$ cat src/rtl/ntt_pkg.sv
package ntt_pkg;
    typedef enum logic [1:0] {
        ST_IDLE  = 2'd0,
        ST_RUN   = 2'd1,
        ST_DRAIN = 2'd2
    } seq_state_e;
endpackage

$ cat src/rtl/ntt_barrett.sv
// Barrett reducer with a single corrective subtraction: operand < q^2.
module ntt_barrett #(
    parameter int Q = 7681,
    localparam int DW = $clog2(Q + 1)
) (
    input  logic [2*DW-1:0] prod,
    output logic [DW-1:0]   rem
);
    localparam longint unsigned MU_L = (64'd1 << (2 * DW + 1)) / 64'(Q);
    localparam logic [DW+1:0]   MU_V = (DW + 2)'(MU_L);
    localparam logic [DW:0]     Q_V  = (DW + 1)'(Q);
    localparam logic [DW+1:0]   Q_X  = (DW + 2)'(Q);

    logic [DW+1:0]   c_top;
    logic [2*DW+3:0] c_mu;
    logic [DW:0]     quot;
    logic [2*DW+1:0] quot_q;
    logic [DW+1:0]   raw;

    always_comb begin
        c_top  = prod[2*DW-1:DW-2];
        c_mu   = {{(DW + 2){1'b0}}, c_top} * {{(DW + 2){1'b0}}, MU_V};
        quot   = c_mu[2*DW+3:DW+3];
        quot_q = {{(DW + 1){1'b0}}, quot} * {{(DW + 1){1'b0}}, Q_V};
        raw    = prod[DW+1:0] - quot_q[DW+1:0];
        if (raw >= Q_X) begin
            rem = DW'(raw - Q_X);
        end else begin
            rem = raw[DW-1:0];
        end
    end
endmodule

$ cat src/rtl/ntt_sched.sv
// Stage / group / offset sequencer with an inter-stage drain.
module ntt_sched
    import ntt_pkg::*;
#(
    parameter int N = 16,
    localparam int AW = $clog2(N),
    localparam int SW = $clog2(AW + 1),
    localparam int HALF = N / 2
) (
    input  logic          clk,
    input  logic          rst_n,
    input  logic          start,
    input  logic          pipe_busy,
    output logic          issue,
    output logic [AW-1:0] idx_lo,
    output logic [AW-1:0] idx_hi,
    output logic [AW-1:0] tw_idx,
    output logic          busy,
    output logic          done
);
    typedef struct packed {
        seq_state_e    st;
        logic [SW-1:0] stage;
        logic [AW-1:0] bfly;
        logic          done;
    } sched_t;

    sched_t sched_d, sched_q;
    logic [AW-1:0] span, grp, off;

    always_comb begin
        sched_d      = sched_q;
        sched_d.done = 1'b0;
        unique case (sched_q.st)
            ST_IDLE: begin
                if (start) begin
                    sched_d.st    = ST_RUN;
                    sched_d.stage = '0;
                    sched_d.bfly  = '0;
                end
            end
            ST_RUN: begin
                if (sched_q.bfly == AW'(HALF - 1)) begin
                    sched_d.st   = ST_DRAIN;
                    sched_d.bfly = '0;
                end else begin
                    sched_d.bfly = sched_q.bfly + 1'b1;
                end
            end
            ST_DRAIN: begin
                if (!pipe_busy) begin
                    if (sched_q.stage == SW'(AW - 1)) begin
                        sched_d.st   = ST_IDLE;
                        sched_d.done = 1'b1;
                    end else begin
                        sched_d.stage = sched_q.stage + 1'b1;
                        sched_d.st    = ST_RUN;
                    end
                end
            end
            default: begin
                sched_d    = '0;
                sched_d.st = ST_IDLE;
            end
        endcase
    end

    always_ff @(posedge clk) begin
        if (!rst_n) begin
            sched_q    <= '0;
            sched_q.st <= ST_IDLE;
        end else begin
            sched_q <= sched_d;
        end
    end

    always_comb begin
        span   = AW'(1) << sched_q.stage;
        grp    = sched_q.bfly >> sched_q.stage;
        off    = sched_q.bfly & (span - 1'b1);
        idx_lo = (grp << (sched_q.stage + 1'b1)) | off;
        idx_hi = idx_lo | span;
        tw_idx = (AW'(HALF) >> sched_q.stage) + grp;
        issue  = (sched_q.st == ST_RUN);
        busy   = (sched_q.st != ST_IDLE);
        done   = sched_q.done;
    end


    done_idle_chk: assert property (@(posedge clk) disable iff (!rst_n)
        done |-> !busy);


    tw_nonzero_chk: assert property (@(posedge clk) disable iff (!rst_n)
        issue |-> (tw_idx != '0));
endmodule

$ cat src/rtl/ntt_bfly.sv
// Two-register butterfly pipeline: modular sum/difference, then twiddle
// product, Barrett reduction and halving of both outputs.
module ntt_bfly #(
    parameter int Q = 7681,
    parameter int AW = 4,
    localparam int DW = $clog2(Q + 1)
) (
    input  logic          clk,
    input  logic          rst_n,
    input  logic          in_vld,
    input  logic [DW-1:0] in_a,
    input  logic [DW-1:0] in_b,
    input  logic [DW-1:0] in_w,
    input  logic [AW-1:0] in_lo,
    input  logic [AW-1:0] in_hi,
    output logic          out_vld,
    output logic [DW-1:0] out_x,
    output logic [DW-1:0] out_y,
    output logic [AW-1:0] out_lo,
    output logic [AW-1:0] out_hi,
    output logic          busy
);
    localparam logic [DW-1:0] QW = DW'(Q);
    localparam logic [DW-1:0] HQ = DW'((Q + 1) / 2);

    typedef struct packed {
        logic          vld;
        logic [DW-1:0] sum;
        logic [DW-1:0] dif;
        logic [DW-1:0] tw;
        logic [AW-1:0] lo;
        logic [AW-1:0] hi;
    } s1_t;

    typedef struct packed {
        logic          vld;
        logic [DW-1:0] x;
        logic [DW-1:0] y;
        logic [AW-1:0] lo;
        logic [AW-1:0] hi;
    } s2_t;

    s1_t s1_d, s1_q;
    s2_t s2_d, s2_q;
    logic [DW:0]     sum_w;
    logic [2*DW-1:0] prod;
    logic [DW-1:0]   red;

    function automatic logic [DW-1:0] halve(input logic [DW-1:0] v);
        return (v >> 1) + (v[0] ? HQ : '0);
    endfunction

    ntt_barrett #(.Q(Q)) u_red (
        .prod (prod),
        .rem  (red)
    );

    always_comb begin
        sum_w = {1'b0, in_a} + {1'b0, in_b};
        s1_d.vld = in_vld;
        s1_d.tw  = in_w;
        s1_d.lo  = in_lo;
        s1_d.hi  = in_hi;
        if (sum_w >= {1'b0, QW}) begin
            s1_d.sum = DW'(sum_w - {1'b0, QW});
        end else begin
            s1_d.sum = sum_w[DW-1:0];
        end
        if (in_a >= in_b) begin
            s1_d.dif = in_a - in_b;
        end else begin
            s1_d.dif = DW'({1'b0, in_a} + {1'b0, QW} - {1'b0, in_b});
        end

        prod    = {{DW{1'b0}}, s1_q.dif} * {{DW{1'b0}}, s1_q.tw};
        s2_d.vld = s1_q.vld;
        s2_d.x   = halve(s1_q.sum);
        s2_d.y   = halve(red);
        s2_d.lo  = s1_q.lo;
        s2_d.hi  = s1_q.hi;
    end

    always_ff @(posedge clk) begin
        if (!rst_n) begin
            s1_q <= '0;
            s2_q <= '0;
        end else begin
            s1_q <= s1_d;
            s2_q <= s2_d;
        end
    end

    assign out_vld = s2_q.vld;
    assign out_x   = s2_q.x;
    assign out_y   = s2_q.y;
    assign out_lo  = s2_q.lo;
    assign out_hi  = s2_q.hi;
    assign busy    = s1_q.vld | s2_q.vld;


    out_range_chk: assert property (@(posedge clk) disable iff (!rst_n)
        out_vld |-> (out_x < QW && out_y < QW));
endmodule

$ cat src/rtl/ntt_gs_inverse.sv
module ntt_gs_inverse #(
    parameter int N = 16,
    parameter int Q = 7681,
    localparam int AW = $clog2(N),
    localparam int DW = $clog2(Q + 1)
) (
    input  logic          clk,
    input  logic          rst_n,
    input  logic          start,
    output logic          busy,
    output logic          done,
    input  logic          coef_we,
    input  logic [AW-1:0] coef_addr,
    input  logic [DW-1:0] coef_wdata,
    output logic [DW-1:0] coef_rdata,
    input  logic          tw_we,
    input  logic [AW-1:0] tw_addr,
    input  logic [DW-1:0] tw_wdata
);
    logic [DW-1:0] coef_mem [N];
    logic [DW-1:0] tw_mem   [N];

    logic          issue, pipe_busy, wb_vld;
    logic [AW-1:0] idx_lo, idx_hi, tw_idx, wb_lo, wb_hi;
    logic [DW-1:0] wb_x, wb_y;
    logic [DW-1:0] rd_d, rd_q;

    ntt_sched #(.N(N)) u_sched (
        .clk       (clk),
        .rst_n     (rst_n),
        .start     (start),
        .pipe_busy (pipe_busy),
        .issue     (issue),
        .idx_lo    (idx_lo),
        .idx_hi    (idx_hi),
        .tw_idx    (tw_idx),
        .busy      (busy),
        .done      (done)
    );

    ntt_bfly #(.Q(Q), .AW(AW)) u_bfly (
        .clk     (clk),
        .rst_n   (rst_n),
        .in_vld  (issue),
        .in_a    (coef_mem[idx_lo]),
        .in_b    (coef_mem[idx_hi]),
        .in_w    (tw_mem[tw_idx]),
        .in_lo   (idx_lo),
        .in_hi   (idx_hi),
        .out_vld (wb_vld),
        .out_x   (wb_x),
        .out_y   (wb_y),
        .out_lo  (wb_lo),
        .out_hi  (wb_hi),
        .busy    (pipe_busy)
    );

    always_ff @(posedge clk) begin
        if (wb_vld) begin
            coef_mem[wb_lo] <= wb_x;
            coef_mem[wb_hi] <= wb_y;
        end else if (coef_we && !busy) begin
            coef_mem[coef_addr] <= coef_wdata;
        end
        if (tw_we && !busy) begin
            tw_mem[tw_addr] <= tw_wdata;
        end
    end

    always_comb begin
        rd_d = coef_mem[coef_addr];
    end

    always_ff @(posedge clk) begin
        if (!rst_n) begin
            rd_q <= '0;
        end else begin
            rd_q <= rd_d;
        end
    end

    assign coef_rdata = rd_q;


    done_pulse_chk: assert property (@(posedge clk) disable iff (!rst_n)
        done |=> !done);


    stage_fence_chk: assert property (@(posedge clk) disable iff (!rst_n)
        (issue && !$past(issue)) |-> !pipe_busy);


    wb_pair_chk: assert property (@(posedge clk) disable iff (!rst_n)
        wb_vld |-> (wb_lo != wb_hi));


    wb_busy_chk: assert property (@(posedge clk) disable iff (!rst_n)
        wb_vld |-> busy);
endmodule

$ cat config.mk
export PLATFORM = sky130hd
export DESIGN_NAME = ntt_gs_inverse
export DESIGN_NICKNAME = d
export VERILOG_FILES = /design/src/rtl/ntt_pkg.sv /design/src/rtl/ntt_barrett.sv /design/src/rtl/ntt_sched.sv /design/src/rtl/ntt_bfly.sv /design/src/rtl/ntt_gs_inverse.sv
export SDC_FILE = /design/constraint.sdc
export NUM_CORES = 2
export LEC_CHECK = 0
export ABC_AREA = 1
export BUFFER_PORTS_ARGS = -buffer_cell sky130_fd_sc_hd__buf_2
export CAP_MARGIN = 15
export CORE_ASPECT_RATIO = 1.5
export CORE_MARGIN = 1
export CORE_UTILIZATION = 39
export DETAILED_ROUTE_END_ITERATION = 7
export SLEW_MARGIN = 20
export SYNTH_ARGS = -nofsm -noshare
export SYNTH_HDL_FRONTEND = slang
export SYNTH_SLANG_ARGS = --single-unit
$ cat constraint.sdc
create_clock -name clk -period 25.5 [get_ports clk]
set_input_delay 2.55 -clock clk [delete_from_list [all_inputs] [get_ports clk]]
set_output_delay 2.55 -clock clk [all_outputs]
set_load 0.03 [all_outputs]
==> impl_metrics.yaml <==
run_status:
  status: "finished, final reports clean"
global_route:
  grt_pass1_vias: 32200
  overflow: 0
  grt_max_degree: 105
  grt_pass1_wl_um: 187000
  antenna_found_initial: 2
  grt_usage_pct: 24.6
routing:
  drc: 0
  drtIter0Drc: 2531
  ant_nets: 0
  wl_per_cell_um: 21.1
  wl_um: 124000
  vias_per_cell: 5.49
  num_vias: 32200
  firstDrtPassIters: 6
critical_path:
  slowest_stage: "fa_1"
  critPathLaunchType: "register"
  cp_max_fo: 15
  crit_top_cell: "fa_1"
  cp_num_buf_inv: 9
  rr_startpoint: "u_bfly.s1_q[9]"
  setup.worst_path.start: "u_bfly.s1_q[9]"
  arrival_ns: 14.50
  cpPeakStageDelay_ns: 0.61
  worstSetupEndpointType: "register"
  crit_family: "adder cells"
  critPathKind: "register to register"
  required_ns: 26.02
  cp_num_cells: 67
  r2r.worst_path.cells: 67
clock_tree:
  clk_pin_slew_ns: 0.07
  cts_sinks: 522
  cts_tree: "done"
  post_cts_buffers: 0
  clkLatencyLatePin_ns: 0.64
  cts_resized: 0
  cts.htree.levels: 2
  cts_root_buffer: "clkbuf_16"
  clockBufferDepth: 3
  numCtsBuffers: 52
  cts_hold_buf: 0
yosys:
  synth_xor_area_share_pct: 1.87
  ys_types: 58
  ys_ff_latch: 522
  yosys.area_share.simple_pct: 16.3
  synth_top_family_by_area: "compound AO/OA/AOI/OAI gates"
  synth_edf_count: 416
  synth-async-reset-ratio_pct: 0
  synthAdderAreaFrac_pct: 16.5
  synth_compound_area_share_pct: 17.1
  yosysWarnings: 0
  synth.area.mux_share_pct: 1.10
  synth_area_mm2: 0.0384
  yosysSeqAreaShare_pct: 38.0
  ys.flop_type: "edfxtp_1"
  syn_nets: 5089
  syn_avg_cell_area_um2: 8.29
  synthCells: 4636
placed_design:
  routabilityCongestion: 0.903
  dpl.hpwl_um: 84900
  port_buffers: 53
timing:
  min_period_over_period_pct: 54.8
  rsz0062_at_grt: "false"
  finClkSkew_ns: 0.0408
  maxSlewViolCount: 0
  fin_crit_ns: 13.98
  worstMarginPinSlew_ns: 1.17
  fmax_mhz: 71.5
  hold_viol: 0
  setup-tns-final_ns: 0
  setup_viol: 0
  slew_headroom_pct: 21.6
die:
  fp.dieArea_mm2: 0.0998
  core.rowCount: 140
  die_y_um: 386
  core-area_mm2: 0.0974
  initial_core_util_pct: 39.5
  die_w_um: 258
  io_pins: 54
cells_and_area:
  num_antenna_cells: 0
  final_cell_mix: "nand2_1, inv_1, o21ai_0"
  final_nets: 4999
  layout_commonest_cell: "nand2_1"
  fillers: 9707
  area_growth_pct: 8.98
  drive_above_1_share_pct: 8.37
worst_hold_path:
  hold_depth: 2
  hold_path_class: "register to register"
  worstHoldStart: "u_bfly.s1_q[2]"
run:
  drv_cap: 0
[cells by family after synthesis]
| family | count (synthesis) |
|---|---|
| AND/OR/NAND/NOR | 1487 |
| buffers and inverters | 939 |
| flip-flops | 522 |
| adder cells (fa/ha/maj) | 414 |
| AO/OA/AOI/OAI | 1156 |
| XOR/XNOR | 78 |
| multiplexers | 39 |
| other | 1 |
[routing by layer]
layer	share of wire (%)	up-vias	track usage (%)
met2	50	1254	43.9
li1	-	15300	-
met5	0	-	0
met1	36	15200	27.1
met4	8.0	0	17.2
met3	6.3	439	2.82
[through the flow]
step / instance area, um2 / hold slack [ns] / utilization [%] / setup WS [ns] / std cells
finish: 41900 / 0.412 / 43.0 / 11.52 / 5868
global route: 41900 / 0.438 / 43.0 / 10.45 / 5868
CTS: 41900 / 0.414 / 43.0 / 11.53 / 5868
detailed placement: 40100 / 0.401 / 41.1 / 11.53 / 5770
global placement: 40100 / 0.393 / 41.1 / 11.76 / 5770
floorplan: 38400 / 0.390 / - / 12.84 / 4636
[worst min-delay path: stages, from the launching register on]
cell and delay (ns):
dfxtp_1 0.31, nand2_1 0.04, inv_1 0.04
[registers in the layout, summed over array words and instances, names as in the netlist]
name             flops
coef_mem           208
coef_rdata          13
tw_mem             208
u_bfly.out_hi        4
u_bfly.out_lo        4
u_bfly.out_vld       1
u_bfly.out_x        13
u_bfly.out_y        13
u_bfly.s1_q         48
u_sched.done         1
u_sched.sched_q      9
[cells in the mapped netlist (3+ instances only)]
cell type	instances	area share, %
nor2_2	8	0.13
a21oi_1	369	4.8
dfxtp_1	106	5.5
o32ai_1	54	1.2
nand3_1	201	2.6
o211ai_1	147	2.9
mux2_2	26	0.76
fa_1	153	8.0
clkbuf_1	238	2.3
nand4_1	7	0.11
ha_1	261	8.5
nand2_1	736	7.2
inv_2	6	0.059
or2_2	7	0.11
a21o_1	3	0.059
a32o_1	7	0.18
mux2i_1	13	0.34
nand2_2	30	0.49
nand3_2	10	0.26
edfxtp_1	416	33
inv_1	651	6.4
nand3b_1	4	0.078
buf_1	34	0.33
a31oi_1	12	0.20
o22ai_1	6	0.098
o21a_1	3	0.059
clkinv_1	6	0.059
nor2_1	439	4.3
xor2_1	57	1.3
xnor2_1	18	0.41
o221ai_1	7	0.16
a211oi_1	7	0.14
o21ai_0	504	6.6
o21ai_1	8	0.10
o31ai_1	11	0.21
o21bai_1	11	0.21
nor3_1	19	0.25
nand2_4	11	0.32
nor2_4	6	0.18
[cell type report]
type / count / area, um2 / area share (%)
multi-input combinational: 3175 / 20500 / 48.9
sequential: 522 / 14600 / 34.9
inverter: 663 / 2490 / 5.96
tap: 1278 / 1600 / 3.82
clock buffer: 67 / 1440 / 3.44
timing repair buffer: 132 / 861 / 2.06
clock inverter: 31 / 380 / 0.908
[final timing paths]
path / end / slack [ns]
max: u_bfly.out_y[10] / 11.52
max reg2reg: u_bfly.out_y[10] / 11.52
min reg2reg: u_bfly.out_hi[2] / 0.41
min: u_bfly.out_hi[2] / 0.41
Power is not shown: default switching activity piles up to over one toggle a cycle in this logic, so the estimate is an artifact.
